`config.mk`:
```
export PLATFORM = sky130hd
export DESIGN_NAME = nand_ecc_gen
export DESIGN_NICKNAME = d
export VERILOG_FILES = /design/src/rtl/nand_ecc_pkg.sv /design/src/rtl/nand_ecc_colpar.sv /design/src/rtl/nand_ecc_acc.sv /design/src/rtl/nand_ecc_rdport.sv /design/src/rtl/nand_ecc_gen.sv
export SDC_FILE = /design/constraint.sdc
export NUM_CORES = 1
export LEC_CHECK = 0
export BUFFER_PORTS_ARGS = -buffer_cell sky130_fd_sc_hd__buf_2
export CORE_ASPECT_RATIO = 0.75
export CORE_MARGIN = 4
export CORE_UTILIZATION = 41
export DETAILED_ROUTE_END_ITERATION = 10
export SYNTH_ARGS = -nofsm -noshare
export SYNTH_HDL_FRONTEND = slang
export SYNTH_SLANG_ARGS = --single-unit
```
`constraint.sdc`:
```
create_clock -name clk -period 2.05 [get_ports clk]
set_clock_uncertainty 0.05 [all_clocks]
set_input_delay 0.1025 -clock clk [delete_from_list [all_inputs] [get_ports clk]]
set_output_delay 0.1025 -clock clk [all_outputs]
set_load 0.05 [all_outputs]
```
`src/rtl/nand_ecc_pkg.sv`:
```
package nand_ecc_pkg;

  // Width of one readout word
  localparam int RD_W = 16;

  typedef enum logic {
    RD_LINE = 1'b0,
    RD_COL  = 1'b1
  } rd_sel_e;

endpackage

```
`src/rtl/nand_ecc_colpar.sv`:
```
// Combinational per-byte parity terms: the whole-byte parity and the split-half column terms.
module nand_ecc_colpar #(
  parameter int DATA_W = 8,
  localparam int SPLITS = $clog2(DATA_W),
  localparam int CP_W   = 2 * SPLITS
) (
  input  logic [DATA_W-1:0] data_i,
  output logic              bpar_o,
  output logic [CP_W-1:0]   cterm_o
);

  always_comb begin
    bpar_o = ^data_i;
  end

  // For split s, the upper term covers bits whose index has bit s set.
  for (genvar s = 0; s < SPLITS; s++) begin : g_split
    logic hi_acc;
    logic lo_acc;
    always_comb begin
      hi_acc = 1'b0;
      lo_acc = 1'b0;
      for (int b = 0; b < DATA_W; b++) begin
        if (((b >> s) & 1) == 1) hi_acc = hi_acc ^ data_i[b];
        else                     lo_acc = lo_acc ^ data_i[b];
      end
    end
    assign cterm_o[2*s+1] = hi_acc;
    assign cterm_o[2*s]   = lo_acc;
  end

endmodule

```
`src/rtl/nand_ecc_acc.sv`:
```
// One segment's parity accumulator.
module nand_ecc_acc #(
  parameter int ADDR_W = 8,
  parameter int CP_W   = 6,
  localparam int LP_W  = 2 * ADDR_W
) (
  input  logic              clk,
  input  logic              rst_n,
  input  logic              clr_i,
  input  logic              upd_i,
  input  logic [ADDR_W-1:0] addr_i,
  input  logic              bpar_i,
  input  logic [CP_W-1:0]   cterm_i,
  output logic [LP_W-1:0]   lp_o,
  output logic [CP_W-1:0]   cp_o
);

  logic [LP_W-1:0] lp_q, lp_d;
  logic [CP_W-1:0] cp_q, cp_d;
  logic [LP_W-1:0] lp_flip;
  logic            ld_en;

  always_comb begin
    for (int k = 0; k < ADDR_W; k++) begin
      lp_flip[2*k+1] = bpar_i & addr_i[k];
      lp_flip[2*k]   = bpar_i & ~addr_i[k];
    end
  end

  always_comb begin
    ld_en = clr_i | upd_i;
    if (clr_i) begin
      lp_d = '0;
      cp_d = '0;
    end else begin
      lp_d = lp_q ^ lp_flip;
      cp_d = cp_q ^ cterm_i;
    end
  end

  always_ff @(posedge clk or negedge rst_n) begin
    if (!rst_n) begin
      lp_q <= '0;
      cp_q <= '0;
    end else if (ld_en) begin
      lp_q <= lp_d;
      cp_q <= cp_d;
    end
  end

  assign lp_o = lp_q;
  assign cp_o = cp_q;

endmodule

```
`src/rtl/nand_ecc_rdport.sv`:
```
// Readout pointer and word multiplexer.
module nand_ecc_rdport
  import nand_ecc_pkg::*;
#(
  parameter int NUM_SEG = 2,
  parameter int LP_W    = 16,
  parameter int CP_W    = 6,
  localparam int PTR_W  = (NUM_SEG > 1) ? $clog2(NUM_SEG) : 1,
  localparam int PAD_W  = RD_W - CP_W - 2
) (
  input  logic                           clk,
  input  logic                           rst_n,
  input  logic                           clr_i,
  input  logic                           rd_i,
  input  logic                           rd_sel_i,
  input  logic [NUM_SEG-1:0][LP_W-1:0]   lp_i,
  input  logic [NUM_SEG-1:0][CP_W-1:0]   cp_i,
  output logic [PTR_W-1:0]               ptr_o,
  output logic [RD_W-1:0]                rd_data_o
);

  logic [PTR_W-1:0] ptr_q, ptr_d;
  logic             ptr_en;
  rd_sel_e          sel;

  always_comb begin
    sel    = rd_sel_e'(rd_sel_i);
    ptr_en = clr_i | (rd_i & (sel == RD_COL));
    if (clr_i)                                ptr_d = '0;
    else if (ptr_q == PTR_W'(NUM_SEG - 1))    ptr_d = '0;
    else                                      ptr_d = ptr_q + 1'b1;
  end

  always_ff @(posedge clk or negedge rst_n) begin
    if (!rst_n)      ptr_q <= '0;
    else if (ptr_en) ptr_q <= ptr_d;
  end

  always_comb begin
    if (sel == RD_COL) rd_data_o = {{PAD_W{1'b1}}, cp_i[ptr_q], 2'b11};
    else               rd_data_o = RD_W'(lp_i[ptr_q]);
  end

  assign ptr_o = ptr_q;

endmodule

```
`src/rtl/nand_ecc_gen.sv`:
```
// Top: reset release, byte counter, per-segment accumulators and the readout port.
module nand_ecc_gen
  import nand_ecc_pkg::*;
#(
  parameter int DATA_W    = 8,
  parameter int SEG_BYTES = 256,
  parameter int NUM_SEG   = 2,
  localparam int ADDR_W   = $clog2(SEG_BYTES),
  localparam int LP_W     = 2 * ADDR_W,
  localparam int CP_W     = 2 * $clog2(DATA_W),
  localparam int CNT_W    = $clog2(SEG_BYTES * NUM_SEG),
  localparam int SIDX_W   = (CNT_W > ADDR_W) ? CNT_W - ADDR_W : 1,
  localparam int PTR_W    = (NUM_SEG > 1) ? $clog2(NUM_SEG) : 1
) (
  input  logic              clk,
  input  logic              rst_n,
  input  logic              clr_i,
  input  logic              en_i,
  input  logic              byte_vld_i,
  input  logic [DATA_W-1:0] byte_i,
  input  logic              rd_i,
  input  logic              rd_sel_i,
  output logic [RD_W-1:0]   rd_data_o
);

  // Reset: asserted at once, released after two clock edges
  logic [1:0] rst_pipe_q;
  logic       rst_sync_n;

  always_ff @(posedge clk or negedge rst_n) begin
    if (!rst_n) rst_pipe_q <= '0;
    else        rst_pipe_q <= {rst_pipe_q[0], 1'b1};
  end
  assign rst_sync_n = rst_pipe_q[1];

  // Byte counter
  logic [CNT_W-1:0]  cnt_q, cnt_d;
  logic              cnt_en;
  logic              acc_go;
  logic [SIDX_W-1:0] seg_idx;

  always_comb begin
    acc_go = byte_vld_i & en_i & ~clr_i;
    cnt_en = clr_i | acc_go;
    cnt_d  = clr_i ? '0 : cnt_q + 1'b1;
  end

  always_ff @(posedge clk or negedge rst_sync_n) begin
    if (!rst_sync_n)  cnt_q <= '0;
    else if (cnt_en)  cnt_q <= cnt_d;
  end

  if (NUM_SEG > 1) begin : g_multi
    assign seg_idx = cnt_q[CNT_W-1:ADDR_W];
  end else begin : g_single
    assign seg_idx = '0;
  end

  // Per-byte parity terms
  logic            bpar;
  logic [CP_W-1:0] cterm;

  nand_ecc_colpar #(.DATA_W(DATA_W)) u_colpar (
    .data_i  (byte_i),
    .bpar_o  (bpar),
    .cterm_o (cterm)
  );

  // Segment accumulators
  logic [NUM_SEG-1:0][LP_W-1:0] lp_all;
  logic [NUM_SEG-1:0][CP_W-1:0] cp_all;

  for (genvar g = 0; g < NUM_SEG; g++) begin : g_seg
    logic upd;
    assign upd = acc_go & (seg_idx == SIDX_W'(g));
    nand_ecc_acc #(.ADDR_W(ADDR_W), .CP_W(CP_W)) u_acc (
      .clk     (clk),
      .rst_n   (rst_sync_n),
      .clr_i   (clr_i),
      .upd_i   (upd),
      .addr_i  (cnt_q[ADDR_W-1:0]),
      .bpar_i  (bpar),
      .cterm_i (cterm),
      .lp_o    (lp_all[g]),
      .cp_o    (cp_all[g])
    );
  end

  // Readout
  logic [PTR_W-1:0] rd_ptr;

  nand_ecc_rdport #(.NUM_SEG(NUM_SEG), .LP_W(LP_W), .CP_W(CP_W)) u_rdport (
    .clk       (clk),
    .rst_n     (rst_sync_n),
    .clr_i     (clr_i),
    .rd_i      (rd_i),
    .rd_sel_i  (rd_sel_i),
    .lp_i      (lp_all),
    .cp_i      (cp_all),
    .ptr_o     (rd_ptr),
    .rd_data_o (rd_data_o)
  );

endmodule

```
# [Word-level counts from Yosys, hierarchy flattened]
# Cells that the tools add are included.
[classes] n_addsub=2 n_mul=0 n_div=0 order_cmp=1 n_eq_ne=0 n_shift=0 n_mux=12 bitwise=56 n_reduce_logical=1
[ops] operator="$mux W16" count=5
[ops] operator="$xor A16 B16 Y16" count=2
[ops] operator="$mux W6" count=4
[ops] operator="$and A1 B1 Y1" count=21
[ops] operator="$xor A1 B1 Y1" count=17
[ops] operator="$xor A6 B6 Y6" count=2
[ops] operator="$not A1 Y1" count=10
[ops] operator="$add A9 B1 Y9 const B" count=1
[ops] operator="$mux W9" count=1
[ops] operator="$reduce_xor A8 Y1" count=1
[ops] operator="$or A1 B1 Y1" count=4
[ops] operator="$lt A1 B2 Y1 const B" count=1
[ops] operator="$mux W1" count=2
[ops] operator="$add A1 B1 Y1 const B" count=1
[totals] regBits=56 latch_bits=0 ramBits=0 mem_bits_ro=0 input_bits=15 wordCells=79 mem_count=0

# [Logic depth before layout (Yosys ltp)]
# Gate-level depths: netlist of the first run.
[depth] ltp_word=5 depth_mapped=7

# [Modules after synthesis]
# From an unflattened synthesis of the first run, not the netlist that was laid out.
[hier_totals] hier_cells=332 hier_area_um2=3533.4
[by_module_without_submodules] module="nand_ecc_acc" instances=2 cells_each=113 area_per_inst_um2=1232.4 seq_area_each_um2=550.5
[by_module_without_submodules] module="nand_ecc_gen" instances=1 cells_each=50 area_per_inst_um2=505.5 seq_area_each_um2=275.3
[by_module_without_submodules] module="nand_ecc_rdport" instances=1 cells_each=35 area_per_inst_um2=386.6 seq_area_each_um2=25.0
[by_module_without_submodules] module="nand_ecc_colpar" instances=1 cells_each=21 area_per_inst_um2=176.4 seq_area_each_um2=0.0

# [Worst setup path after synthesis of the first run]
# Ideal clock, no wire load.
[synth_timing] path_type="reg2out" startpoint="reg u_rdport.ptr_q (netlist: u_rdport.ptr_o)" endpoint="out rd_data_o[0]" arrival_time_ns=1.770 required_ns=1.898 path_slack_ns=0.128 stages_incl_launch_ff=5 n_path_buf=3 path_cell_list="dfrtp_1 -> clkbuf_1 -> clkbuf_1 -> buf_1 -> a211o_1"
[synth_between] elab_chain_len=3
[synth_lines] item="from (decl)" line="nand_ecc_rdport.sv:22" rtl="logic [PTR_W-1:0] ptr_q, ptr_d;"
[synth_lines] item="from (signal assigned)" line="nand_ecc_rdport.sv:36" rtl="else if (ptr_en) ptr_q <= ptr_d;"
[synth_lines] item="$mux W16 (not written as such) (2 in series)" line="nand_ecc_rdport.sv:41" rtl="else rd_data_o = RD_W'(lp_i[ptr_q]);"
[synth_lines] item="$mux W16" line="nand_ecc_rdport.sv:40" rtl="if (sel == RD_COL) rd_data_o = {{PAD_W{1'b1}}, cp_i[ptr_q], 2'b11};"
[synth_lines] item="to (decl)" line="nand_ecc_gen.sv:23" rtl="output logic [RD_W-1:0] rd_data_o"
# Every way passes these cells. The select of a mux whose other input is x is not followed.

# [Worst setup path in the final report of the first run]
[layout_timing] startpoint="reg u_rdport.ptr_q (netlist: u_rdport.ptr_o)" endpoint="out rd_data_o[10]"
# The elaborated chain is that of the path after synthesis.

==> metrics.md, run 1 <==
| Metric | Value |
|---|---|
| Outcome | complete, no violations |
| Initial antenna violation count | 0 |
| Worst Hold Class | primary input to async pin |
| DRT antenna net count | 0 |
| GPL Wtd Cong | around 0.76 |
| FP Rows | 26 |
| Die ar. | ~0.0087 sq mm |
| Lkg Pwr | between 1 and 1.5 nW |
| Worst Setup Start Kind | register |
| Pwr dens | between 700 and 800 mW/mm^2 |
| Buf+Inv Stages, Crit Path | 2 |
| Top cell type's share of synthesized area | 0.4692 |
| Most common cell in the netlist | dfrtp_1 |
| IO Port Bufs | 30 |
| Via-to-Cell Ratio | roughly 5.6 |
| Die height | 81.92 microns |
| Number of H-tree levels | 2 |
| Top_reg_cell synth | dfrtp_1 |
| Top cells by count, synth | 56 x dfrtp_1, 37 x a21oi_1, 24 x or3_1 |
| Setup WS pre-CTS | 0.07392 ns |
| Post-synthesis sequential area ratio | 0.4692 |
| Die extent in x | 106.6 microns |
| CTS sink count | 56 |
| Final Hold Fails | 0 |
| TritonCTS buffer count | 5 |
| Setup-failing EPs final | 0 |
| Max incr delay on CP | 0.53 ns |
| Global route total overflow | 0 |
| Setup TNS | 0 ns |
| Ant diodes | 0 |
| Area leader, netlist | dfrtp_1 |
| Mapped cell area | approximately 0.003 sq mm |
| Starting Density | 0.4310 |
| CP Cell Sequence | buf_4 > nor2b_1 > a211o_1 > buf_2 |
| Vias in the first global route | about 2,300 |
| Vias after detailed routing | between 2,000 and 2,500 |
| Max FO, Critical Path | 19 |
| Max clock buf depth | 2 |
| R2r setup slk | roughly 0.48 ns |
| CTS tree | done |
| First-pass GRT wire length | 11.65 mm |
| Layout cells sized above 1 | 0.1707 |
| Hpwl dp | 4.607 mm |
| Area delta synth->final | 12.36% |
| Fmax | approximately 540 MHz |
| Count of pins over their slew limit | 0 |
| Mean post-synth cell area | ~9.8 sq um |
| Drt wl/cell | ~16 microns |
| FF-to-FF End | cnt_q[8] |
| Slowest-stage cell, CP | dfrtp_2 |
| Pin count of the biggest net entering global routing | between 60 and 70 |
| 1st-pass router iterations | 4 |
| Worst setup path class | register to output pin |
| Top Ports | 31 |
| Core Util, Final | 0.4843 |
| Total length of routed wires | a little under 7 mm |
| Total GRT Usage | 0.1675 |
| Peak supply drop | around 0.32 mV |
| Net count after synthesis | about 320 |
| Pwr Total | approximately 0.0024 W |
| Worst Path Arrival | 1.70 ns |
| DRC viols | 0 |
| Mapped Cells | 305 |
| Core area | around 0.0069 sq mm |
| Endpoint class of the critical path | output pin |
| R2R cell count | 5 |
| WP data required | roughly 1.9 ns |
| Max_cap viols | 0 |
| Clk pin slew, worst setup/hold paths | about 0.1 ns |
| Slew HR | 0.6570 |
| Seq cells post-synth | 56 |
| Fin crit share | 0.9041 |
| Clock latency on the worst-skew pair | 0.31 ns |
| Clock period minus final worst setup slack | about 1.9 ns |
| Post-route setup slack | around 0.20 ns |
| Post-CTS setup buffers | 0 |
| Clock Root Buffer | clkbuf_8 |
| Least-Margin Pin Slew | 0.5145 ns |
| Number of enable flip-flop cells after synthesis | 0 |
| RSZ-0062 raised after global routing | no |
| Crit path max-delay family | flip-flops |
| Warnings from Yosys | 0 |
| Most area-consuming cells after synthesis | dfrtp_1 47%, xnor2_1 6.5%, a21oi_1 6.2% |
| Final net count | roughly 340 |
| FF-to-FF Start | cnt_q[0] |
| Async S/R FF share, synth | 1.000 |
| Synth cell types | 29 |
| 1st-iter DRT viols | approximately 150 |
cells in the final DEF, fill, tap and decap left out, types with 2 or more instances in the layout:
cell	instances
dfrtp_1	54
a21oi_1	37
buf_2	30
or3_1	24
o21ai_0	23
xnor2_1	21
nand2_1	21
o31ai_1	13
or4_1	13
nor2b_1	10
a211o_1	10
nor2_1	10
buf_4	8
o311ai_0	7
o41ai_1	7
mux4_2	6
clkbuf_8	6
inv_1	5
nor3_1	3
nand3_1	2
nand2b_1	2
xor2_1	2
clkinv_2	2
dfrtp_2	2
final cells by class:
class                   count  area, sq um
flip-flops and latches     56         1404
multi-input cells         219         1478
fillers                   674         3573
inverters                   5        18.77
repair buffers             40        240.2
clock buffers               6        82.58
well taps                  98        122.6
clock inverters             2        10.01
per-stage QoR:
step                      cells  cell area, sq um  hold WS (ns)
after floorplan             305              2987       -0.2431
after global placement      417              3252       -0.1621
after detailed placement    417              3252       -0.1604
after CTS                   426              3356       0.03823
after global routing        426              3356       0.05202
final                       426              3356       0.04435
sequential cells by signal (all words and copies together) (netlist names):
register and count:
u_rdport.ptr_o 1, g_seg.u_acc.lp_o 32, cnt_q 9, g_seg.u_acc.cp_o 12, rst_pipe_q 2
how the worst max path moves through the flow:
stage                        start                 endpoint  slack, ns  depth (start not counted)
floorplan           u_rdport.ptr_o             rd_data_o[0]       0.13                          4
global placement         byte_i[4]  g_seg[0].u_acc.lp_o[12]       0.13                          7
detailed placement       byte_i[5]   g_seg[0].u_acc.lp_o[0]       0.07                          7
CTS                 u_rdport.ptr_o            rd_data_o[10]       0.15                          4
global route        u_rdport.ptr_o            rd_data_o[13]       0.08                          4
finish              u_rdport.ptr_o            rd_data_o[10]       0.20                          4
power breakdown:
part | switching [W] | internal [W]
Sequential | 0.0000422 | 0.00114
Clock | 0.000368 | 0.000271
Combinational | 0.000374 | 0.000174
Total | 0.000784 | 0.00158
worst reg2reg max path, stage by stage, from the launching register on:
cell and delay [ns]:
dfrtp_1 0.55, ha_1 0.24, nand4_1 0.17, nor3_1 0.23, xnor2_1 0.15, nor2_1 0.06
routing by layer:
metal | part of all wire | GRT usage | up-vias | wire length (microns)
li1 | - | - | 1165 | -
met4 | 0.0030 | 0.02299 | 0 | 21
met3 | 0.031 | 0.03692 | 4 | 214
met2 | 0.44 | 0.2472 | 32 | 3049
met1 | 0.52 | 0.2569 | 1177 | 3629
met5 | 0 | 0 | - | 0
what timing repair did:
item | 4_1_cts | 5_1_grt
hold buffers | 1 | 0
hold endpoints to repair | 2 | 0
resized for setup | 1 | 0
endpoints found under the setup margin | 1 | 0
cells by family after synthesis:
| group | share of synthesized area |
|---|---|
| buffers and inverters | 0.03854 |
| xor gates and xnor gates | 0.07038 |
| AOI/OAI and AO/OA | 0.2036 |
| DFF | 0.4692 |
| muxes | 0.04860 |
| other | 0.001256 |
| and+or+nand+nor | 0.1642 |
| adders and majority gates | 0.004189 |
(Power assumes the default switching activity.)
==> run 2, diff against run 1 <==
--- a/config.mk
+++ b/config.mk
@@ -6,7 +6,6 @@
 export NUM_CORES = 1
 export LEC_CHECK = 0
 export BUFFER_PORTS_ARGS = -buffer_cell sky130_fd_sc_hd__buf_2
-export CORE_ASPECT_RATIO = 0.75
 export CORE_MARGIN = 4
 export CORE_UTILIZATION = 41
 export DETAILED_ROUTE_END_ITERATION = 10
==> metrics.md, run 2 (same netlist as run 1, synthesis figures left out) <==
| Metric | Value |
|---|---|
| R2R cell count | 5 (unchanged) |
| Fin crit share | 0.9059 (was 0.9041) |
| TritonCTS buffer count | 5 (unchanged) |
| Crit path max-delay family | flip-flops (unchanged) |
| Initial antenna violation count | 0 (unchanged) |
| Total length of routed wires | 6.782 mm (was 6.915 mm) |
| DRT antenna net count | 0 (unchanged) |
| FF-to-FF Start | cnt_q[0] (unchanged) |
| Max incr delay on CP | 0.52 ns (was 0.53 ns) |
| Max FO, Critical Path | 21 (was 19) |
| Lkg Pwr | 1.394 nW (was 1.388 nW) |
| Count of pins over their slew limit | 0 (unchanged) |
| IO Port Bufs | 30 (unchanged) |
| Post-route setup slack | 0.1928 ns (was 0.1966 ns) |
| First-pass GRT wire length | 11.75 mm (was 11.65 mm) |
| Total GRT Usage | 0.1689 (was 0.1675) |
| Max_cap viols | 0 (unchanged) |
| Layout cells sized above 1 | 0.1682 (was 0.1707) |
| RSZ-0062 raised after global routing | no (unchanged) |
| Final net count | 342 (was 343) |
| Ant diodes | 0 (unchanged) |
| Most frequent cells in the layout | 54 x dfrtp_1, 37 x a21oi_1, 30 x buf_2 (unchanged) |
| Worst Hold Class | primary input to async pin (unchanged) |
| WP data required | 1.90 ns (about the same) |
| Buf+Inv Stages, Crit Path | 2 (unchanged) |
| 1st-iter DRT viols | 146 (was 145) |
| FF-to-FF End | cnt_q[8] (unchanged) |
| Area delta synth->final | 13.24% (was 12.36%) |
| Vias in the first global route | 2,374 (was 2,263) |
| Pwr dens | 732.3 mW/mm^2 (was 705.7 mW/mm^2) |
| Peak supply drop | 0.2600 mV (was 0.3186 mV) |
| Slowest-stage cell, CP | dfrtp_2 (unchanged) |
| Slew HR | 0.6447 (was 0.6570) |
| Drt wl/cell | 16.03 microns (was 16.23 microns) |
| Global route total overflow | 0 (unchanged) |
| Number of H-tree levels | 2 (unchanged) |
| Worst Setup Start Kind | register (unchanged) |
| Least-Margin Pin Slew | 0.5292 ns (was 0.5145 ns) |
| Register area | 0.001404 sq mm (unchanged) |
| Core area | 0.006944 sq mm (was 0.006929 sq mm) |
| R2r setup slk | 0.46 ns (was 0.48 ns) |
| CTS sink count | 56 (unchanged) |
| Commonest non-fill, non-tap cell in the layout | dfrtp_1 (unchanged) |
| Setup WS pre-CTS | 0.06659 ns (was 0.07392 ns) |
| Clock Root Buffer | clkbuf_8 (unchanged) |
| CP Cell Sequence | buf_4 > nor2b_1 > a211o_1 > buf_2 (unchanged) |
| Clk pin slew, worst setup/hold paths | 0.12 ns (was 0.10 ns) |
| Die extent in x | 93.35 microns (was 106.6 microns) |
| Fmax | 538.4 MHz (was 539.6 MHz) |
| Clock period minus final worst setup slack | 1.857 ns (was 1.853 ns) |
| # fillers | 678 (was 674) |
| Die ar. | 0.008714 sq mm (was 0.008728 sq mm) |
| Final Hold Fails | 0 (unchanged) |
| Setup TNS | 0 ns (unchanged) |
| Clock latency on the worst-skew pair | 0.31 ns (about the same) |
| DRC viols | 0 (unchanged) |
| Top Ports | 31 (unchanged) |
| Max clock buf depth | 2 (unchanged) |
| Pin count of the biggest net entering global routing | 64 (unchanged) |
| Hpwl dp | 4.488 mm (was 4.607 mm) |
| Multi-input gate area | 0.001478 sq mm (unchanged) |
| Die height | 93.35 microns (was 81.92 microns) |
| Worst Path Arrival | 1.70 ns (about the same) |
| Via-to-Cell Ratio | 5.723 (was 5.582) |
| Vias after detailed routing | 2,421 (was 2,378) |
| FP Rows | 30 (was 26) |
| 1st-pass router iterations | 4 (unchanged) |
| Starting Density | 0.4301 (was 0.4310) |
| CTS tree | done (unchanged) |
| Setup-failing EPs final | 0 (unchanged) |
| Outcome | complete, no violations (unchanged) |
| GPL Wtd Cong | 0.6989 (was 0.7583) |
| Endpoint class of the critical path | output pin (unchanged) |
| Worst setup path class | register to output pin (unchanged) |
| Max FFs per register | 32 (unchanged) |
==> run 2: where the power goes <==
part	internal (W)	switching [W]	total, W
sequential	0.00114	0.0000347	0.00117
clock	0.000369	0.000387	0.000756
combinational	0.000173	0.000373	0.000547
total	0.00168	0.000796	0.00248
==> run 2: through the flow <==
stage          area, sq um  power, W    util  hold slack (ns)  cells
6_report              3382  0.002477  0.4870          0.03503    423
5_1_grt               3382  0.002606  0.4870          0.04543    423
4_1_cts               3381  0.002499  0.4868          0.02521    423
3_5_place_dp          3254  0.001744  0.4686          -0.1591    414
3_3_place_gp          3254  0.001736  0.4686          -0.1606    414
2_1_floorplan         2987  0.001589       -          -0.2431    305
==> run 2: layout make-up <==
class | instances | share of cell area
Inverter | 5 | 0.005549
Timing Repair Buffer | 39 | 0.07251
Multi-Input combinational cell | 219 | 0.4369
Tap cell | 96 | 0.03552
Clock buffer | 5 | 0.02035
Sequential cell | 56 | 0.4151
Clock inverter | 3 | 0.01406
==> run 2: repair_timing <==
| action | CTS | global route |
|---|---|---|
| hold endpoints to repair | 2 | 0 |
| setup endpoints to repair | 0 | 10 |
| resized for setup | 0 | 1 |
| hold buffers | 1 | 0 |
| setup buffers | 0 | 0 |
==> run 2: worst register-to-register path, delay by kind of cell (launching register included) <==
family,cells,cell delay [ns]
simple gates,3,0.48
flops,1,0.56
xor+xnor,1,0.15
fa+ha+maj,1,0.23
==> run 2: worst max-delay path by stage <==
stage / start / end / slack (ns) / cells after the start
after floorplan: u_rdport.ptr_o / rd_data_o[0] / 0.13 / 4
after global placement: byte_i[4] / g_seg[1].u_acc.lp_o[2] / 0.16 / 7
after detailed placement: byte_i[4] / g_seg[0].u_acc.lp_o[6] / 0.07 / 7
after CTS: u_rdport.ptr_o / rd_data_o[10] / 0.01 / 4
after global routing: u_rdport.ptr_o / rd_data_o[10] / 0.06 / 4
final: u_rdport.ptr_o / rd_data_o[10] / 0.19 / 4
==> run 2: per-layer routing <==
metal	track usage	share of wire
met5	0	0
met4	0.04029	0.0090
met3	0.02735	0.034
met2	0.2662	0.46
met1	0.2434	0.50
==> run 3, diff against run 2 <==
--- a/config.mk
+++ b/config.mk
@@ -9,6 +9,8 @@
 export CORE_MARGIN = 4
 export CORE_UTILIZATION = 41
 export DETAILED_ROUTE_END_ITERATION = 10
+export PLACE_DENSITY_LB_ADDON = 0.05
 export SYNTH_ARGS = -nofsm -noshare
 export SYNTH_HDL_FRONTEND = slang
 export SYNTH_SLANG_ARGS = --single-unit
+export TNS_END_PERCENT = 50
==> metrics.md, run 3 (same netlist as run 1, synthesis figures left out) <==
| Metric | Value |
|---|---|
| Total GRT Usage | 0.1771 (was 0.1689) |
| Clock Root Buffer | clkbuf_8 (unchanged) |
| Die ar. | 0.008714 sq mm (unchanged) |
| Top Ports | 31 (unchanged) |
| R2R cell count | 5 (unchanged) |
| Lkg Pwr | 1.396 nW (was 1.394 nW) |
| Endpoint class of the critical path | output pin (unchanged) |
| Die height | 93.35 microns (unchanged) |
| Count of pins over their slew limit | 0 (unchanged) |
| Vias after detailed routing | 2,444 (was 2,421) |
| Ant diodes | 0 (unchanged) |
| TritonCTS buffer count | 5 (unchanged) |
| Clock latency on the worst-skew pair | 0.32 ns (was 0.31 ns) |
| Slowest-stage cell, CP | mux4_2 (was dfrtp_2) |
| Setup WS pre-CTS | 0.1054 ns (was 0.06659 ns) |
| Core Util, Final | 0.4859 (was 0.4870) |
| Fin crit share | 0.9168 (was 0.9059) |
| Via-to-Cell Ratio | 5.751 (was 5.723) |
| Drt wl/cell | 16.78 microns (was 16.03 microns) |
| Final hold slack | 0.03198 ns (was 0.03503 ns) |
| FF-to-FF End | cnt_q[8] (unchanged) |
| GPL Wtd Cong | 0.6915 (was 0.6989) |
| Commonest non-fill, non-tap cell in the layout | dfrtp_1 (unchanged) |
| RSZ-0062 raised after global routing | no (unchanged) |
| Initial antenna violation count | 0 (unchanged) |
| Fmax | 532.1 MHz (was 538.4 MHz) |
| Peak supply drop | 0.4313 mV (was 0.2600 mV) |
| DRC viols | 0 (unchanged) |
| Total length of routed wires | 7.130 mm (was 6.782 mm) |
| Max incr delay on CP | 0.55 ns (was 0.52 ns) |
| Core area | 0.006944 sq mm (unchanged) |
| Vias in the first global route | 2,361 (was 2,374) |
| Setup TNS | 0 ns (unchanged) |
| 1st-pass router iterations | 4 (unchanged) |
| DRT antenna net count | 0 (unchanged) |
| Layout cells sized above 1 | 0.1702 (was 0.1682) |
| CTS sink count | 56 (unchanged) |
| CP Cell Sequence | buf_6 > mux4_2 > buf_2 (was buf_4 > nor2b_1 > a211o_1 > buf_2) |
| IO Port Bufs | 30 (unchanged) |
| Max_cap viols | 0 (unchanged) |
| Clock period minus final worst setup slack | 1.879 ns (was 1.857 ns) |
| Starting Density | 0.4301 (unchanged) |
| Max FO, Critical Path | 27 (was 21) |
| Slew HR | 0.6545 (was 0.6447) |
| Worst Setup Start Kind | register (unchanged) |
| Die extent in x | 93.35 microns (unchanged) |
| Pwr dens | 707.9 mW/mm^2 (was 732.3 mW/mm^2) |
| Max clock buf depth | 2 (unchanged) |
| # fillers | 668 (was 678) |
| Post-route setup slack | 0.1706 ns (was 0.1928 ns) |
| FP Rows | 30 (unchanged) |
| Hpwl dp | 4.476 mm (was 4.488 mm) |
| Worst Hold Class | primary input to async pin (unchanged) |
| CTS tree | done (unchanged) |
| Most frequent cells in the layout | 55 x dfrtp_1, 37 x a21oi_1, 30 x buf_2 (was 54 x dfrtp_1, 37 x a21oi_1, 30 x buf_2) |
| Worst Path Arrival | 1.73 ns (was 1.70 ns) |
| Worst Setup EP | rd_data_o[7] (was rd_data_o[10]) |
| Clk pin slew, worst setup/hold paths | 0.11 ns (was 0.12 ns) |
| Final Hold Fails | 0 (unchanged) |
| Area delta synth->final | 12.99% (was 13.24%) |
| R2r setup slk | 0.48 ns (was 0.46 ns) |
| Pin count of the biggest net entering global routing | 64 (unchanged) |
| WP data required | 1.90 ns (about the same) |
| Number of H-tree levels | 2 (unchanged) |
| Worst setup path class | register to output pin (unchanged) |
| Max FFs per register | 32 (unchanged) |
| Setup-failing EPs final | 0 (unchanged) |
| Global route total overflow | 0 (unchanged) |
| Outcome | complete, no violations (unchanged) |
| First-pass GRT wire length | 12.20 mm (was 11.75 mm) |
| FF-to-FF Start | cnt_q[1] (was cnt_q[0]) |
| Setup crit start | u_rdport.ptr_o (unchanged) |
| Post-CTS setup buffers | 0 (unchanged) |
| Least-Margin Pin Slew | 0.5146 ns (was 0.5292 ns) |
| Final net count | 344 (was 342) |
| 1st-iter DRT viols | 116 (was 146) |
run 3: power by group:
part | switching, W | total (W) | leakage [nW] | internal, W
registers | 0.0000286 | 0.00117 | 0.770 | 0.00114
logic | 0.000389 | 0.000566 | 0.577 | 0.000177
clock network | 0.000409 | 0.000655 | 0.0485 | 0.000247
total | 0.000826 | 0.00239 | 1.40 | 0.00156
run 3: worst min-delay path by stage:
stage	start	endpoint	slack [ns]
finish	rst_n	rst_pipe_q[1]	0.03
global route	rst_n	rst_pipe_q[1]	0.05
CTS	rst_n	rst_pipe_q[1]	0.02
detailed placement	rst_n	rst_pipe_q[0]	-0.16
global placement	rst_n	rst_pipe_q[0]	-0.16
floorplan	rst_n	rst_pipe_q[0]	-0.24
run 3: what timing repair did:
item / in CTS / in global routing
gates resized for setup: 0 / 1
setup endpoints to repair: 0 / 2
hold endpoints to repair: 2 / 0
hold buffers: 1 / 0
run 3: final cells by class:
type,count,area [sq um],area share
clock buffers,5,68.82,0.02039
clock inverters,3,22.52,0.006674
inverters,5,18.77,0.005562
multi-input cells,219,1478,0.4379
flip-flops and latches,56,1403,0.4156
well taps,96,120.1,0.03560
repair buffers,41,264.0,0.07823
run 3: critical path, delay by kind of cell, from the launching register on:
kind	cells	cell delay (ns)
multiplexers	1	0.55
buffers and inverters	2	0.49
flip-flops	1	0.36
run 3: per-stage QoR:
stage	area [sq um]	total power, W	instances
2_1_floorplan	2987	0.001589	305
3_3_place_gp	3269	0.001746	416
3_5_place_dp	3269	0.001756	416
4_1_cts	3371	0.002414	425
5_1_grt	3374	0.002508	425
6_report	3374	0.002389	425
run 3: layer usage:
layer / GRT usage / vias to the layer above / wire [microns]
li1: - / 1176 / -
met2: 0.2746 / 49 / 3288
met4: 0.05006 / 0 / 85
met5: 0 / - / 0
met3: 0.02977 / 6 / 241
met1: 0.2549 / 1213 / 3515
